### src/rtl/qdec_pkg.sv
package qdec_pkg;
  // sampled phase pair, bit 1 = A, bit 0 = B
  typedef logic [1:0] phase_t;

  // direction from older state and new A: B=0 -> new A high is down, B=1 -> new A high is up
  function automatic logic step_is_up(phase_t older, phase_t newer);
    return ~(older[0] ^ newer[1]);
  endfunction
endpackage

### src/rtl/qdec_sync.sv
module qdec_sync #(
  parameter int WIDTH  = 2,
  parameter int STAGES = 2
) (
  input  logic             clk_i,
  input  logic             rst_ni,
  input  logic [WIDTH-1:0] raw_i,
  output logic [WIDTH-1:0] sync_o
);
  logic [WIDTH-1:0] chain_q [STAGES];

  for (genvar s = 0; s < STAGES; s++) begin : g_stage
    always_ff @(posedge clk_i or negedge rst_ni) begin
      if (!rst_ni) chain_q[s] <= '0;
      else if (s == 0) chain_q[s] <= raw_i;
      else chain_q[s] <= chain_q[(s == 0) ? 0 : s-1];
    end
  end

  assign sync_o = chain_q[STAGES-1];
endmodule

### src/rtl/qdec_history.sv
module qdec_history
  import qdec_pkg::*;
(
  input  logic   clk_i,
  input  logic   rst_ni,
  input  logic   load_i,
  input  phase_t smp_i,
  output phase_t newer_o,
  output phase_t older_o
);
  always_ff @(posedge clk_i or negedge rst_ni) begin
    if (!rst_ni) begin
      newer_o <= '0;
      older_o <= '0;
    end else if (load_i) begin
      newer_o <= smp_i;
      older_o <= smp_i;
    end else begin
      newer_o <= smp_i;
      older_o <= newer_o;
    end
  end

  p_preload_equal_r5: assert property (@(posedge clk_i) disable iff (!rst_ni)
    load_i |=> (newer_o == older_o))
    else $error("history not equalised by preload");
endmodule

### src/rtl/qdec_step.sv
module qdec_step
  import qdec_pkg::*;
(
  input  phase_t newer_i,
  input  phase_t older_i,
  output logic   step_o,
  output logic   jump_o,
  output logic   up_o
);
  phase_t diff;

  always_comb begin
    diff   = newer_i ^ older_i;
    step_o = ^diff;
    jump_o = &diff;
    up_o   = step_is_up(older_i, newer_i);
  end
endmodule

### src/rtl/quad_x4_decoder.sv
module quad_x4_decoder
  import qdec_pkg::*;
#(
  parameter int          CNT_W      = 4,
  parameter int          SYNC_DEPTH = 2,
  parameter logic [CNT_W-1:0] CNT_INIT = 4'b0101
) (
  input  logic             clk_i,
  input  logic             rst_ni,
  input  logic             sync_rst_i,
  input  logic             phase_a_i,
  input  logic             phase_b_i,
  output logic [CNT_W-1:0] count_o,
  output logic             event_o,
  output logic             dir_up_o,
  output logic             jump_err_o
);
  typedef logic [CNT_W-1:0] cnt_t;
  localparam cnt_t ONE = cnt_t'(1);

  phase_t smp, newer, older;
  logic   step, jump, up;

  qdec_sync #(.WIDTH(2), .STAGES(SYNC_DEPTH)) u_sync (
    .clk_i  (clk_i),
    .rst_ni (rst_ni),
    .raw_i  ({phase_a_i, phase_b_i}),
    .sync_o (smp)
  );

  qdec_history u_hist (
    .clk_i   (clk_i),
    .rst_ni  (rst_ni),
    .load_i  (sync_rst_i),
    .smp_i   (smp),
    .newer_o (newer),
    .older_o (older)
  );

  qdec_step u_step (
    .newer_i (newer),
    .older_i (older),
    .step_o  (step),
    .jump_o  (jump),
    .up_o    (up)
  );

  always_ff @(posedge clk_i or negedge rst_ni) begin
    if (!rst_ni) begin
      count_o    <= CNT_INIT;
      event_o    <= 1'b0;
      dir_up_o   <= 1'b1;
      jump_err_o <= 1'b0;
    end else begin
      event_o    <= step & ~sync_rst_i;
      jump_err_o <= jump & ~sync_rst_i;
      if (step && !sync_rst_i) begin
        count_o  <= up ? count_o + ONE : count_o - ONE;
        dir_up_o <= up;
      end
    end
  end

  p_step_up_r2: assert property (@(posedge clk_i) disable iff (!rst_ni)
    (event_o && dir_up_o) |-> (count_o == cnt_t'($past(count_o) + ONE)))
    else $error("up step not +1");

  p_step_down_r3: assert property (@(posedge clk_i) disable iff (!rst_ni)
    (event_o && !dir_up_o) |-> (count_o == cnt_t'($past(count_o) - ONE)))
    else $error("down step not -1");

  p_hold_no_event_r9: assert property (@(posedge clk_i) disable iff (!rst_ni)
    !event_o |-> $stable(count_o))
    else $error("count moved without event");

  p_jump_hold_r7: assert property (@(posedge clk_i) disable iff (!rst_ni)
    $onehot0({event_o, jump_err_o}))
    else $error("jump and step together");

  p_sync_quiet_r5: assert property (@(posedge clk_i) disable iff (!rst_ni)
    sync_rst_i |=> (!event_o && !jump_err_o))
    else $error("strobe during sync reset");
endmodule

### config.mk
export PLATFORM = sky130hd
export DESIGN_NAME = quad_x4_decoder
export DESIGN_NICKNAME = d
export VERILOG_FILES = /design/src/rtl/qdec_pkg.sv /design/src/rtl/qdec_sync.sv /design/src/rtl/qdec_history.sv /design/src/rtl/qdec_step.sv /design/src/rtl/quad_x4_decoder.sv
export SDC_FILE = /design/constraint.sdc
export NUM_CORES = 1
export LEC_CHECK = 0
export ABC_AREA = 1
export BUFFER_PORTS_ARGS = -buffer_cell sky130_fd_sc_hd__clkbuf_2
export CORE_MARGIN = 2
export CORE_UTILIZATION = 40
export CTS_CLUSTER_SIZE = 10
export DETAILED_ROUTE_END_ITERATION = 16
export PLACE_DENSITY = 0.61
export SLEW_MARGIN = 40
export SYNTH_ARGS = -nofsm -noshare
export SYNTH_HDL_FRONTEND = slang
export SYNTH_SLANG_ARGS = --single-unit
### constraint.sdc
create_clock -name clk_i -period 1.97 [get_ports clk_i]
set_clock_uncertainty 0.1 [all_clocks]
set_input_delay 0 -clock clk_i [delete_from_list [all_inputs] [get_ports clk_i]]
set_output_delay 0 -clock clk_i [all_outputs]
set_load 0.01 [all_outputs]
==> metrics.txt, run 1 <==
critical path buffer and inverter count 1; Setup TNS Final 0 ns; WL met1 ~460 um; largest net degree at the start of global routing 16; Worst-Margin Slew 0.3589 ns; worst-path fanout max 6; Crit path largest cell delay a little over 0.4 ns; Crit path arrival time 1.78 ns; global-route wire length before repair 1814 um; die area 1934 um2; Design Area, Final between 700 and 800 um2; H-tree levels 1; Tot GR Track Use 0.1347; Slowest-stage cell, CP dfrtp_1; clock share of power 0.186; HPWL Detailed ~700 um; share of cells above drive strength 1 0.2750; # IOs 12; drt first pass iters 2; post-layout min period 1.708 ns; Cell Int Power 0.6041 mW; worst skew pair latency 0.28 ns; Reg area 379.1 um2; synthesis-stage register bit count 15; Placer Congestion 0.6673; category of the most critical setup path flop to flop; Synth Cell Area 639.4 um2; initial antenna violation count 0; Final period util 0.8671; area post-placement 714.4 um2; Comb power frac 0.331; CTS tree done; Crit path max-delay family simple AND/OR/NAND/NOR gates; DR vias 445; DR vias/cell 4.635; Netlist cell types 15; Final setup viols 0; Seq pwr share 0.483; min-delay worst type input port to asynchronous set/reset pin; Placeable Area 1506 um2; drt drc 0; die width 43.98 um; filler instances 153; startpoint types flop; height of the die roughly 44 um; Worst Path Required 2.04 ns; Pleak roughly 0.42 nW; flop-to-flop setup slack about 0.26 ns; fin. max-slew vios 0; MaxCap Viol Count 0; Root Driver clkbuf_4; Tot Pwr approximately 0.92 mW; Max Freq 585.4 MHz; Post-Syn Area per Cell 10.48 um2; Site Rows 14; crit-path cells inv_1, nand2_1, nand2_2, ha_1, a21oi_2, nand2_1, nand2_1, nand3_1, nand2_1, nand2_1; met2 WL about 460 um; Iteration-0 DRC Markers 3; Clock transition at path regs 0.09 ns; Inserted Diodes 0; Routed WL 983 um; Clock Sinks 15; YS warnings 0; RSZ-0062 raised after global routing false; Final Hold Viols 0; worst vdd ir approximately 0.00047 V; port bufs 11; Synth-to-Final Area Change 22.31%; Crit. End Element flop; number of routed nets with antenna violations 0; WL/cell 10.24 um; CTS max path bufs 2; TritonCTS Buffers 3; area occupied by multi-input gates 237.7 um2; Initial Util 0.4244; sequential fraction of the synthesis area 0.5930; Min Hold Slack 0.05130 ns; max_slew headroom 0.7607; most used cell, CP nand2_1; cts repair resizes 0; pwr/cell area 1176 nW/um2; vias in the first global route 427; wire length on met3 42 um; Gate Count Post-Synth just over 60; Synth Net Count 70; global route overflow 0; DR top layer met4; NumNets Final 90; switching fraction of total power 0.3432; NetSw 0.3157 mW; status finished, final reports clean
[synthesized netlist by cell type]
library cell   n  share of area
a21oi_2        1          0.014
dfrtp_1       12           0.47
dfstp_2        3           0.12
fa_1           1          0.031
ha_1           3          0.059
inv_1          5          0.029
inv_2          1         0.0059
nand2_1       20           0.12
nand2_2        1         0.0098
nand2_4        1          0.018
nand3_1        5          0.039
nor2_1         1         0.0059
o21ai_0        3          0.023
xnor2_1        2          0.027
xor2_1         2          0.027
[path summary, 6_finish.rpt]
| kind | startpoint | to | cells after the start |
|---|---|---|---|
| hold reg to reg | u_sync.chain_q[3]$_DFF_PN0_ | u_sync.sync_o[1]$_DFF_PN0_ | 0 |
| max in group asynchronous | rst_ni | count_o[0]$_DFFE_PN1P_ | 2 |
| hold / removal | rst_ni | u_hist.older_o[1]$_DFF_PN0_ | 2 |
| setup / recovery | u_hist.older_o[0]$_DFF_PN0_ | count_o[3]$_DFFE_PN0P_ | 10 |
| setup reg to reg | u_hist.older_o[0]$_DFF_PN0_ | count_o[3]$_DFFE_PN0P_ | 10 |
| min in group clk_i | phase_b_i | u_sync.chain_q[2]$_DFF_PN0_ | 2 |
[area by class of cell]
cell class | instances | share of cell area
clock buffer | 3 | 0.02880
inverter | 6 | 0.02880
sequential | 15 | 0.4848
tap | 16 | 0.02560
clock inverter | 1 | 0.006400
timing repair buffer | 15 | 0.1216
multi-input combinational | 40 | 0.3040
[what timing repair did]
item	4_1_cts	5_1_grt
hold buffers	4	0
hold endpoints to repair	21	0
buffers inserted	0	0
[layer usage]
layer  vias to the layer above  global-route usage
li1                        229                   -
met1                       206              0.1914
met2                         8              0.1765
met3                         2             0.02500
met4                         0              0.1091
met5                         -                   0
[cell usage in the layout (no fill, tap or decap)]
master,n
o21ai_0,3
fa_1,1
xnor2_1,2
clkbuf_2,11
nand3_1,5
nor2_1,1
xor2_1,2
a21oi_2,1
inv_1,5
nand2_4,1
clkbuf_4,3
dfstp_2,3
inv_2,1
ha_1,3
dfrtp_1,12
clkinv_2,1
dlygate4sd3_1,4
nand2_1,20
nand2_2,1
[worst register-to-register path, stage by stage, from the launching register on]
cell and delay [ns]:
dfrtp_1 0.41, inv_1 0.07, nand2_1 0.07, nand2_2 0.10
ha_1 0.34, a21oi_2 0.18, nand2_1 0.09, nand2_1 0.06
nand3_1 0.06, nand2_1 0.06, nand2_1 0.04
[through the flow]
stage / std cells / setup slack (ns) / utilization
6_report: 96 / 0.2618 / 0.5191
5_1_grt: 96 / 0.05728 / 0.5191
4_1_cts: 96 / 0.2401 / 0.5191
3_5_place_dp: 88 / 0.2669 / 0.4743
3_3_place_gp: 88 / 0.3293 / 0.4743
2_1_floorplan: 61 / 0.4120 / -
[state kept, by name, indices dropped and copies added, names as in the netlist]
| name | count |
|---|---|
| u_sync.chain_q | 2 |
| event_o | 1 |
| dir_up_o | 1 |
| u_hist.older_o | 2 |
| u_sync.sync_o | 2 |
| u_hist.newer_o | 2 |
| jump_err_o | 1 |
| count_o | 4 |
[power by group through the flow]
stage / Combinational (mW) / Clock (mW) / Sequential [mW]
5_1_grt: 0.361 / 0.193 / 0.457
2_1_floorplan: 0.185 / 0 / 0.471
6_report: 0.304 / 0.171 / 0.444
3_3_place_gp: 0.297 / 0 / 0.449
3_5_place_dp: 0.302 / 0 / 0.452
4_1_cts: 0.311 / 0.181 / 0.445
[cells by family (layout without fill, tap and decap cells)]
group / count (synthesis) / in the layout / synth area share
and+or+nand+nor: 28 / 28 / 0.1898
buffers and inverters: 6 / 25 / 0.03522
xor gates and xnor gates: 4 / 4 / 0.05480
adders and majority gates: 4 / 4 / 0.09003
DFF: 15 / 15 / 0.5930
AOI/OAI and AO/OA: 4 / 4 / 0.03718
Power figures use the tool's default switching activity.
==> run 2: changes to the inputs <==
- PLACE_DENSITY: 0.61 -> 0.6
- SYNTH_HIERARCHICAL: not set -> 1
==> metrics.txt, run 2 <==
status finished, final reports clean; most common cell in the synthesized netlist nand2_1; global route overflow 0; commonest cells in the netlist 29 x nand2_1, 12 x dfrtp_1, 9 x inv_1; Crit path arrival time roughly 1.7 ns; Synth Net Count 80; flop-to-flop setup slack 0.34 ns; Root Driver clkbuf_4; TritonCTS Buffers 3; worst reg2reg endpoint count_o[3]$_DFFE_PN0P_; Tot GR Track Use 0.1183; crit-path cells inv_1, nand2_1, nand2_1, inv_2, ha_1, or2_1, nand2_1, nand2_1, nand3_1, nand2_1; global-route wire length before repair 1614 um; height of the die 44.76 um; max_slew headroom 0.7671; Placer Congestion roughly 0.75; Final period util 0.8299; largest register by flop count count_o; DR vias/cell 4.452; Max Freq just over 600 MHz; Clock Sinks 15; worst-path fanout max 5; Post-CTS Repair Setup Buffers 0; YS warnings 6; Synth Cell Area 664.4 um2; Gate Count Post-Synth 71; Critical R2R Launch u_hist/newer_o[1]$_DFF_PN0_; Setup TNS Final 0 ns; Iteration-0 DRC Markers 5; sequential fraction of the synthesis area 0.5706; fin. max-slew vios 0; worst skew pair latency between 0.2 and 0.3 ns; Routed WL around 900 um; Seq pwr share 0.487; Worst-Margin Slew 0.3493 ns; clock share of power 0.182; Inserted Diodes 0; drt drc 0; Crit. End Element flop; Clock transition at path regs 0.08 ns; Min Hold Slack a little over 0.05 ns; synthesis-stage register bit count 15; switching fraction of total power 0.3412; largest net degree at the start of global routing 16; WL/cell around 8.6 um; top post-synthesis cells by area dfrtp_1 45%, nand2_1 16%, dfstp_2 12%; Site Rows 14; post-layout min period 1.635 ns; Post-Syn Area per Cell 9.358 um2; port bufs 11; reg2reg path depth 10; HPWL Detailed 696 um; MaxCap Viol Count 0; top cell type's share of synthesized area 0.4520; NumNets Final approximately 100; category of the most critical setup path flop to flop; number of flip-flops under the largest register name 4; most common cell after layout, fill and taps aside nand2_1; H-tree levels 1; Synth area leader dfrtp_1; Comb power frac 0.331; filler instances 136; min-delay worst type input port to asynchronous set/reset pin; Initial Util 0.4360; critical path launch point u_hist/newer_o[1]$_DFF_PN0_; worst vdd ir 0.0007453 V; Cell Int Power 0.6009 mW; Synth-to-Final Area Change 19.21%; die area about 2000 um2; Final Hold Viols 0; number of routed nets with antenna violations 0; RSZ-0062 raised after global routing false; DR vias 463; die width 44.76 um; Synth Flop Type dfrtp_1; CTS tree done; asr flop ratio synth 1.000; Slowest-stage cell, CP dfrtp_1; Pleak about 0.44 nW; Netlist cell types 15; # IOs 12; most used cell, CP nand2_1; startpoint types flop; NetSw around 0.31 mW; Crit path largest cell delay 0.41 ns; Worst Path Required 2.05 ns; Placeable Area between 1500 and 2000 um2; Tot Pwr about 0.9 mW; Post-synth EDFFs 0; drt first pass iters 2; Final setup viols 0; share of cells above drive strength 1 0.2386; vias in the first global route 427; most frequent cells in the layout 29 x nand2_1, 12 x dfrtp_1, 11 x clkbuf_2; CTS max path bufs 2; initial antenna violation count 0; pwr/cell area roughly 1200 nW/um2
-- run 2: critical path, delay by kind of cell (launching register included) --
| family | cells | cell delay [ns] |
|---|---|---|
| adder cells (fa/ha/maj) | 1 | 0.29 |
| AND/OR/NAND/NOR | 7 | 0.58 |
| buffers and inverters | 2 | 0.15 |
| flip-flops | 1 | 0.41 |
-- run 2: per-stage QoR --
| step | worst slack, ns | area, um2 | instances | util |
|---|---|---|---|---|
| 2_1_floorplan | 0.4283 | 664.4 | 71 | - |
| 3_3_place_gp | 0.3761 | 724.4 | 96 | 0.4754 |
| 3_5_place_dp | 0.3387 | 724.4 | 96 | 0.4754 |
| 4_1_cts | 0.3193 | 792.0 | 104 | 0.5197 |
| 5_1_grt | 0.2004 | 792.0 | 104 | 0.5197 |
| 6_report | 0.3350 | 792.0 | 104 | 0.5197 |
-- run 2: kinds of logic after synthesis --
kind of cell / count (synthesis) / synth area share
AO/OA/AOI/OAI: 2 / 0.01507
XOR/XNOR: 2 / 0.02637
adder cells (fa/ha/maj): 4 / 0.08664
buffers and inverters: 13 / 0.08474
flip-flops: 15 / 0.5706
AND/OR/NAND/NOR: 35 / 0.2166
-- run 2: metal layers --
layer,GRT usage,routed length (um),vias to the layer above
met5,0,0,-
met4,0.03636,0,0
met3,0.07200,63,0
met2,0.1855,427,10
met1,0.1342,406,206
li1,-,-,247
-- run 2: what timing repair did --
item,CTS,global route
hold endpoints to repair,24,0
hold buffers,4,0
resized for setup,0,0
-- run 2: worst max path at each step --
stage / endpoint / cells past startpoint
finish: count_o[3]$_DFFE_PN0P_ / 10
global route: count_o[3]$_DFFE_PN0P_ / 10
CTS: count_o[3]$_DFFE_PN0P_ / 10
detailed placement: count_o[3]$_DFFE_PN0P_ / 10
global placement: count_o[3]$_DFFE_PN0P_ / 10
floorplan: count_o[3]$_DFFE_PN0P_ / 10
-- run 2: layout make-up --
cell class              instances  area [um2]  area share
flip-flops and latches         15       379.1      0.4787
multi-input cells              43       229.0      0.2891
repair buffers                 15       95.09      0.1201
inverters                      11       41.29     0.05213
clock buffers                   3       22.52     0.02844
well taps                      16       20.02     0.02528
clock inverters                 1       5.005    0.006319
-- run 2: power by group through the flow --
stage          clock network (mW)  logic, mW  registers [mW]
2_1_floorplan                   0      0.190           0.467
3_3_place_gp                    0      0.296           0.449
3_5_place_dp                    0      0.300           0.451
4_1_cts                     0.177      0.309           0.445
5_1_grt                     0.192      0.359           0.457
6_report                    0.166      0.302           0.444
